### src/rtl/link_gate_ctrl.sv
module link_gate_ctrl #(
  parameter int CW = 8
) (
  input  logic            clk,
  input  logic            rst_n,
  input  logic            pwr_dn,
  input  logic            lock_in,
  input  logic [2:0]      strap_in,
  input  logic            rel_wr,
  input  logic [3*CW-1:0] pix_rgb,
  input  logic            pix_hs,
  input  logic            pix_vs,
  input  logic            pix_de,
  output logic [3*CW-1:0] out_rgb,
  output logic            out_hs,
  output logic            out_vs,
  output logic            out_de,
  output logic            out_pclk,
  output logic            out_oe
);
  localparam int PW = 3*CW;

  typedef enum logic [1:0] {M_STRAP, M_HIZ, M_LOW, M_LIVE} mode_t;

  logic strap_q, edge_q, sleep_q, hold_q;
  logic sync1, lock_s, lock_sd, rel_q;
  logic ph_q;
  mode_t mode_q, mode_d, idle_m;
  logic [PW-1:0] rgb_q;
  logic hs_q, vs_q, de_q;
  logic lock_fall, ph_d, load;

  always_ff @(posedge clk or negedge rst_n) begin
    if (!rst_n) begin
      strap_q <= 1'b0;
      edge_q  <= 1'b0;
      sleep_q <= 1'b0;
      hold_q  <= 1'b0;
    end else if (!strap_q) begin
      strap_q <= 1'b1;
      edge_q  <= strap_in[0];
      sleep_q <= strap_in[1];
      hold_q  <= strap_in[2];
    end
  end

  always_ff @(posedge clk or negedge rst_n) begin
    if (!rst_n) begin
      sync1 <= 1'b0; lock_s <= 1'b0; lock_sd <= 1'b0;
    end else if (pwr_dn) begin
      sync1 <= 1'b0; lock_s <= 1'b0; lock_sd <= 1'b0;
    end else begin
      sync1 <= lock_in; lock_s <= sync1; lock_sd <= lock_s;
    end
  end

  assign lock_fall = lock_sd & ~lock_s;

  always_ff @(posedge clk or negedge rst_n) begin
    if (!rst_n)                   rel_q <= 1'b0;
    else if (pwr_dn || lock_fall) rel_q <= 1'b0;
    else if (rel_wr)              rel_q <= 1'b1;
  end

  assign idle_m = (hold_q || sleep_q) ? M_LOW : M_HIZ;

  always_comb begin
    if (!strap_q)                mode_d = M_STRAP;
    else if (pwr_dn || !lock_s)  mode_d = idle_m;
    else if (hold_q && !rel_q)   mode_d = M_LOW;
    else                         mode_d = M_LIVE;
  end

  assign ph_d = (mode_d == M_LIVE) ? ~ph_q : 1'b0;
  assign load = (mode_d == M_LIVE) && (ph_d == ~edge_q);

  always_ff @(posedge clk or negedge rst_n) begin
    if (!rst_n) begin
      mode_q <= M_STRAP;
      ph_q   <= 1'b0;
      rgb_q  <= '0;
      hs_q   <= 1'b0; vs_q <= 1'b0; de_q <= 1'b0;
    end else begin
      mode_q <= mode_d;
      ph_q   <= ph_d;
      if (mode_d != M_LIVE) begin
        rgb_q <= '0;
        hs_q  <= 1'b0; vs_q <= 1'b0; de_q <= 1'b0;
      end else if (load) begin
        rgb_q <= pix_rgb;
        hs_q  <= pix_hs; vs_q <= pix_vs; de_q <= pix_de;
      end
    end
  end

  assign out_rgb  = rgb_q;
  assign out_hs   = hs_q;
  assign out_vs   = vs_q;
  assign out_de   = de_q;
  assign out_pclk = ph_q;
  assign out_oe   = (mode_q == M_LOW) || (mode_q == M_LIVE);

  logic live;
  assign live = (mode_q == M_LIVE);

  a_r1_strap_hiz: assert property (@(posedge clk) disable iff (!rst_n)
    !strap_q |-> !out_oe && !out_pclk);
  a_r3_sync_delay: assert property (@(posedge clk) disable iff (!rst_n)
    live |-> $past(lock_in, 3));
  a_r6_pd_hiz: assert property (@(posedge clk) disable iff (!rst_n)
    $past(pwr_dn) && $past(strap_q) && !hold_q && !sleep_q |-> !out_oe);
  a_r7_release_needed: assert property (@(posedge clk) disable iff (!rst_n)
    hold_q && live |-> $past(rel_q));
  a_r8_hold_drives_low: assert property (@(posedge clk) disable iff (!rst_n)
    hold_q && $past(strap_q) && $past(pwr_dn || !lock_s) |-> out_oe && !out_pclk && (out_rgb == '0));
  a_r9_rel_clear: assert property (@(posedge clk) disable iff (!rst_n)
    $fell(lock_s) |=> !rel_q);
  a_r10_stable_at_strobe: assert property (@(posedge clk) disable iff (!rst_n)
    live && $past(live) && (out_pclk == edge_q) |-> $stable(out_rgb) && $stable(out_de));
  a_r11_pclk_park: assert property (@(posedge clk) disable iff (!rst_n)
    !live |-> !out_pclk);
endmodule

### config.mk
export PLATFORM = sky130hd
export DESIGN_NAME = link_gate_ctrl
export DESIGN_NICKNAME = d
export VERILOG_FILES = /design/src/rtl/link_gate_ctrl.sv
export SDC_FILE = /design/constraint.sdc
export NUM_CORES = 1
export LEC_CHECK = 0
export ABC_AREA = 1
export CORE_MARGIN = 5
export CORE_UTILIZATION = 47
export DETAILED_ROUTE_END_ITERATION = 10
export PLACE_DENSITY = 0.83
export SLEW_MARGIN = 40
export SYNTH_ARGS = -nofsm -noshare
export SYNTH_HDL_FRONTEND = slang
export SYNTH_SLANG_ARGS = --single-unit
### constraint.sdc
create_clock -name clk -period 1.9 [get_ports clk]
set_clock_uncertainty 0.15 [all_clocks]
set_input_delay 0.285 -clock clk [delete_from_list [all_inputs] [get_ports clk]]
set_output_delay 0.285 -clock clk [all_outputs]
set_load 0.02 [all_outputs]
Yosys cells after proc, flatten, opt, wreduce, memory -nomap -nowiden:

Cells that the tools add are included.

* bits in registers: 38
* output and inout port bits: 29
* word-level logic and storage cells: 51

* equality and inequality tests: 5
* multiplexer cells: 18
* reduce and logical (&&, ||, !) cells: 10
* bitwise operators: 4

Operators with widths (number)
* 24-bit two-way mux: 2
* 1-bit two-way mux: 13
* 2-bit equality test, second input constant: 3
* 2-bit two-way mux: 3
* 1-bit logical OR: 4
* 2-bit nonzero test: 2
* 1-bit inverter: 3
* 1-bit logical AND: 2
* 1-bit zero test: 2
* 2-bit != test, second input constant: 1
* 1-bit AND: 1
* 1-bit equality test: 1

Longest topological paths before layout:

Gate-level depths: netlist (run 1).

* word-level depth: 11
* depth in mapped cells: 6
* gate-level depth less buffers: 5

Worst setup path after synthesis (run 1):

No wires, ideal clock.

* path type: flip-flop to flip-flop
* from: register ph_q, in the netlist out_pclk
* to: register de_q, in the netlist out_de
* library setup time: 0.117 ns
* arrival time: 1.045 ns
* path buffers: 1
* period minus slack after synthesis: 1.311 ns
* setup slack: 0.589 ns
* cell stages (with the launch flop): 7
* cell sequence: dfrtp_1 inv_1 nand2_1 nand2_2 buf_6 nor2_1 nor2_1

* word-level cells in the longest chain between the ends: 5

Ends and longest elaborated chain
* start: declaration: line 27 `logic ph_q;`
* start signal: assignment: line 85 `ph_q <= ph_d;`
* 1-bit inverter: line 74 `assign ph_d = (mode_d == M_LIVE) ? ~ph_q : 1'b0;`
* 1-bit two-way mux: line 74
* 1-bit equality test: line 75 `assign load = (mode_d == M_LIVE) && (ph_d == ~edge_q);`
* 1-bit logical AND: line 75
* 2-bit nonzero test (no line)
* end signal: assignment: line 91 `hs_q <= pix_hs; vs_q <= pix_vs; de_q <= pix_de;`
* end: declaration: line 30 `logic hs_q, vs_q, de_q;`

Every way passes these cells.
A chain may end at the register's enable or synchronous reset.

Worst setup path in the final report (run 1):

* from: register rgb_q[15], in the netlist out_rgb[15]
* to: output port out_rgb[15]

RTL lines
* start: declaration: line 29 `logic [PW-1:0] rgb_q;`
* start signal: assignment: line 90 `rgb_q <= pix_rgb;`
* end: declaration: line 14 `output logic [3*CW-1:0] out_rgb,`

No word-level cell between the ends.

==> results.txt, run 1 <==
Die extent in x -> 70.1 um
Worst voltage drop across the vdd grid -> 412 uV
CTS tree -> yes
Cell breakdown of the critical path -> clkdlybuf4s50_1
Count of H-tree levels built during CTS -> 2
Multi-input gate area in the final layout -> 557 um^2
Critical path peak fanout -> 2
CTS root buf -> sky130_fd_sc_hd__clkbuf_4
Vias in the first global route -> 1462
Portion of synthesized cell area occupied by the leading cell type -> 54.6%
Number of instances in the placed design -> 318
Aggregate routed wire length -> 3900 um
Total number of cells along the worst setup path -> 1
Initial antenna violation count -> 0
Crit share post-route -> 92.3%
Worst slack, placed -> 254 ps
Clock insertion delay at the later pin of the skew report -> 330 ps
Detailed Route Iter0 Violations -> 93
Sum of overflow across all layers after global routing -> 0
Number of violations of the max-capacitance limit -> 0
First-pass GRT wire length -> 6730 um
Number of buffers added by the clock tree synthesis step -> 5
Detail-routed via count per cell -> 4.55
Number of buffer and inverter stages on the critical path -> 1
Diode count -> 0
Number of clock sinks -> 37
Worst-case reg-to-reg path depth -> 5
Leading area contributor after synthesis -> sky130_fd_sc_hd__dfrtp_1
Standby leakage power -> 1.12 nW
Power Density -> 604 nW/um^2
Pin count of the biggest net entering global routing -> 38
Fin cells -> 326
Routed WL per cell -> 12.0 um
Post-synthesis average cell area -> 7.89 um^2
Routability cong. -> 0.721
Number of buffers on the longest clock path -> 2
Area enclosed by the die boundary -> 4910 um^2
Die height -> 70.1 um
Maximum operating frequency -> 0.570 GHz
Number of library cell types mapped by synthesis -> 17
Worst setup margin -> 146 ps
Worst path required time -> 1460 ps
Layout Area Growth over Synthesis -> 41.3%
Critical Path Max Stage Delay -> 610 ps
Worst-margin pin slew -> 517 ps
Fill count -> 289
Class of the tightest hold or removal check -> flip-flop to flip-flop
Slew HR -> 65.4%
Setup Viol. Count Final -> 0
Core area -> 3420 um^2
Crit-path leading delay family -> buffers and inverters
Area occupied by registers -> 926 um^2
Clock slew at the register clock pins of the worst setup and hold paths -> 100 ps
First-pass detailed-route iteration total -> 6
Total half-perimeter wirelength after legalization and detailed placement -> 2700 um
Total via count after detailed routing -> 1482
Slowest stage cell, crit path -> sky130_fd_sc_hd__clkdlybuf4s50_1
DRC viols -> 0
Arrival time reported for the critical path endpoint -> 1320 ps
Count of endpoints failing hold in the final timing report -> 0
Synthesized instance count -> 215
Cells on Worst Hold Path -> 1
Warnings, synthesis -> 0
Crit path kind -> flip-flop to primary output
Synth Register Bits -> 37
Boundary pin count -> 64
Accumulated negative setup slack -> 0 ps
Proportion of layout cells with a drive suffix above 1 -> 5.71%
Final net count -> 315
Antenna Violating Nets Remaining -> 0
Port bufs -> 63
Std cell rows -> 21
Worst Setup End Kind -> primary output
Unrepaired setup endpoints after global routing -> false
Final Max Slew Viols -> 0
Total Routing Usage GR -> 17.2%
Final design utilization -> 70.1%
Post-layout minimum cycle time -> 1750 ps
Post-CTS setup buffer count -> 0
Syn Nets -> 250
Sequential-to-total area share from yosys stat -> 54.6%
CP Launch Type -> flip-flop
Combined area of all synthesized cells -> 1700 um^2
Synth top area cells -> sky130_fd_sc_hd__dfrtp_1 (55%), sky130_fd_sc_hd__nor2_1 (14%), sky130_fd_sc_hd__inv_1 (8.0%)
Run status -> completed
Initial Util -> 49.6%
cell type report:
class | count | area share, %
Clock buffer | 7 | 2.30
Inverter | 37 | 5.80
Multi-Input combinational cell | 132 | 23.2
Sequential cell | 37 | 38.7
Tap cell | 46 | 2.40
Timing Repair Buffer | 67 | 27.6
per-stage QoR:
stage | power (mW) | hold slack, ps | area (um^2)
CTS | 1.46 | 283 | 2390
finish | 1.45 | 281 | 2390
floorplan | 0.945 | -161 | 1700
global route | 1.53 | 295 | 2390
detailed placement | 1.05 | 204 | 2330
global placement | 1.05 | 203 | 2330
timing repair:
item | in CTS | in global routing
setup endpoints to repair | 0 | 1
resized for setup | 0 | 1
hold buffers | 1 | 0
hold endpoints to repair | 37 | 0
path summary, 6_finish.rpt:
| check | start | endpoint | slack [ps] |
|---|---|---|---|
| max | out_rgb[15]$_DFFE_PN0P_ | out_rgb[15] | 150 |
| min | lock_sd$_DFF_PN0_ | rel_q$_DFFE_PN0P_ | 280 |
| max reg2reg | out_pclk$_DFF_PN0_ | out_rgb[12]$_DFFE_PN0P_ | 420 |
| min reg2reg | lock_sd$_DFF_PN0_ | rel_q$_DFFE_PN0P_ | 280 |
| max in group asynchronous | rst_n | out_rgb[19]$_DFFE_PN0P_ | 920 |
| min in group asynchronous | rst_n | out_de$_DFFE_PN0P_ | 360 |
cell usage after synthesis, drive strengths merged:
| library cell | instances |
|---|---|
| a21oi | 1 |
| buf | 8 |
| clkbuf | 1 |
| conb | 1 |
| dfrtp | 37 |
| inv | 37 |
| nand2 | 34 |
| nand3 | 28 |
| nor2 | 64 |
| nor3 | 1 |
| o21ai | 3 |
cell families after synthesis:
logic type | after synthesis | synth area share [%]
AOI/OAI and AO/OA | 4 | 1.18
buffers and inverters | 46 | 12.5
DFF | 37 | 54.6
other | 1 | 0.221
and+or+nand+nor | 127 | 31.4
where the power goes:
part	internal, mW	leakage, nW	switching, mW
sequential	0.804	0.502	0.0102
clock	0.175	0.0314	0.234
combinational	0.108	0.589	0.114
total	1.09	1.12	0.359
cell usage in the layout, fill, tap and decap left out:
master | synthesis | routed
sky130_fd_sc_hd__nand2_1 | 31 | 31
sky130_fd_sc_hd__clkbuf_8 | 0 | 1
sky130_fd_sc_hd__clkbuf_4 | 0 | 5
sky130_fd_sc_hd__dlymetal6s2s_1 | 0 | 1
sky130_fd_sc_hd__inv_1 | 36 | 36
sky130_fd_sc_hd__buf_4 | 2 | 3
sky130_fd_sc_hd__a21oi_1 | 1 | 1
sky130_fd_sc_hd__clkdlybuf4s50_1 | 0 | 61
sky130_fd_sc_hd__nor3_1 | 1 | 1
sky130_fd_sc_hd__conb_1 | 1 | 1
sky130_fd_sc_hd__buf_2 | 2 | 1
sky130_fd_sc_hd__nand3_2 | 1 | 1
sky130_fd_sc_hd__dlygate4sd3_1 | 0 | 1
sky130_fd_sc_hd__nor2_4 | 1 | 1
sky130_fd_sc_hd__o21ai_0 | 3 | 3
sky130_fd_sc_hd__nor2_1 | 63 | 63
sky130_fd_sc_hd__nand2_2 | 3 | 3
sky130_fd_sc_hd__nand3_1 | 27 | 27
sky130_fd_sc_hd__clkbuf_1 | 1 | 1
sky130_fd_sc_hd__dfrtp_1 | 37 | 37
sky130_fd_sc_hd__inv_2 | 1 | 1
registers in the layout, indices dropped and copies added (netlist names):
register / count
out_pclk: 1
out_de: 1
lock_sd: 1
sleep_q: 1
out_vs: 1
out_hs: 1
rel_q: 1
lock_s: 1
mode_q: 1
hold_q: 1
edge_q: 1
sync1: 1
strap_q: 1
out_rgb: 24
metal layers:
layer / GRT usage, % / up-vias / wire (um)
met1: 19.1 / 665 / 1540
li1: - / 763 / -
met4: 5.32 / 0 / 52
met2: 30.3 / 47 / 1990
met3: 6.31 / 7 / 320
met5: 0 / - / 0
(Power assumes the default switching activity.)
==> inputs of run 2 (changes only) <==
--- a/config.mk
+++ b/config.mk
@@ -14,3 +14,4 @@
 export SYNTH_ARGS = -nofsm -noshare
 export SYNTH_HDL_FRONTEND = slang
 export SYNTH_SLANG_ARGS = --single-unit
+export TNS_END_PERCENT = 30
==> results of run 2 <==
No change in the layout: final DEF, timing and power equal those of run 1.
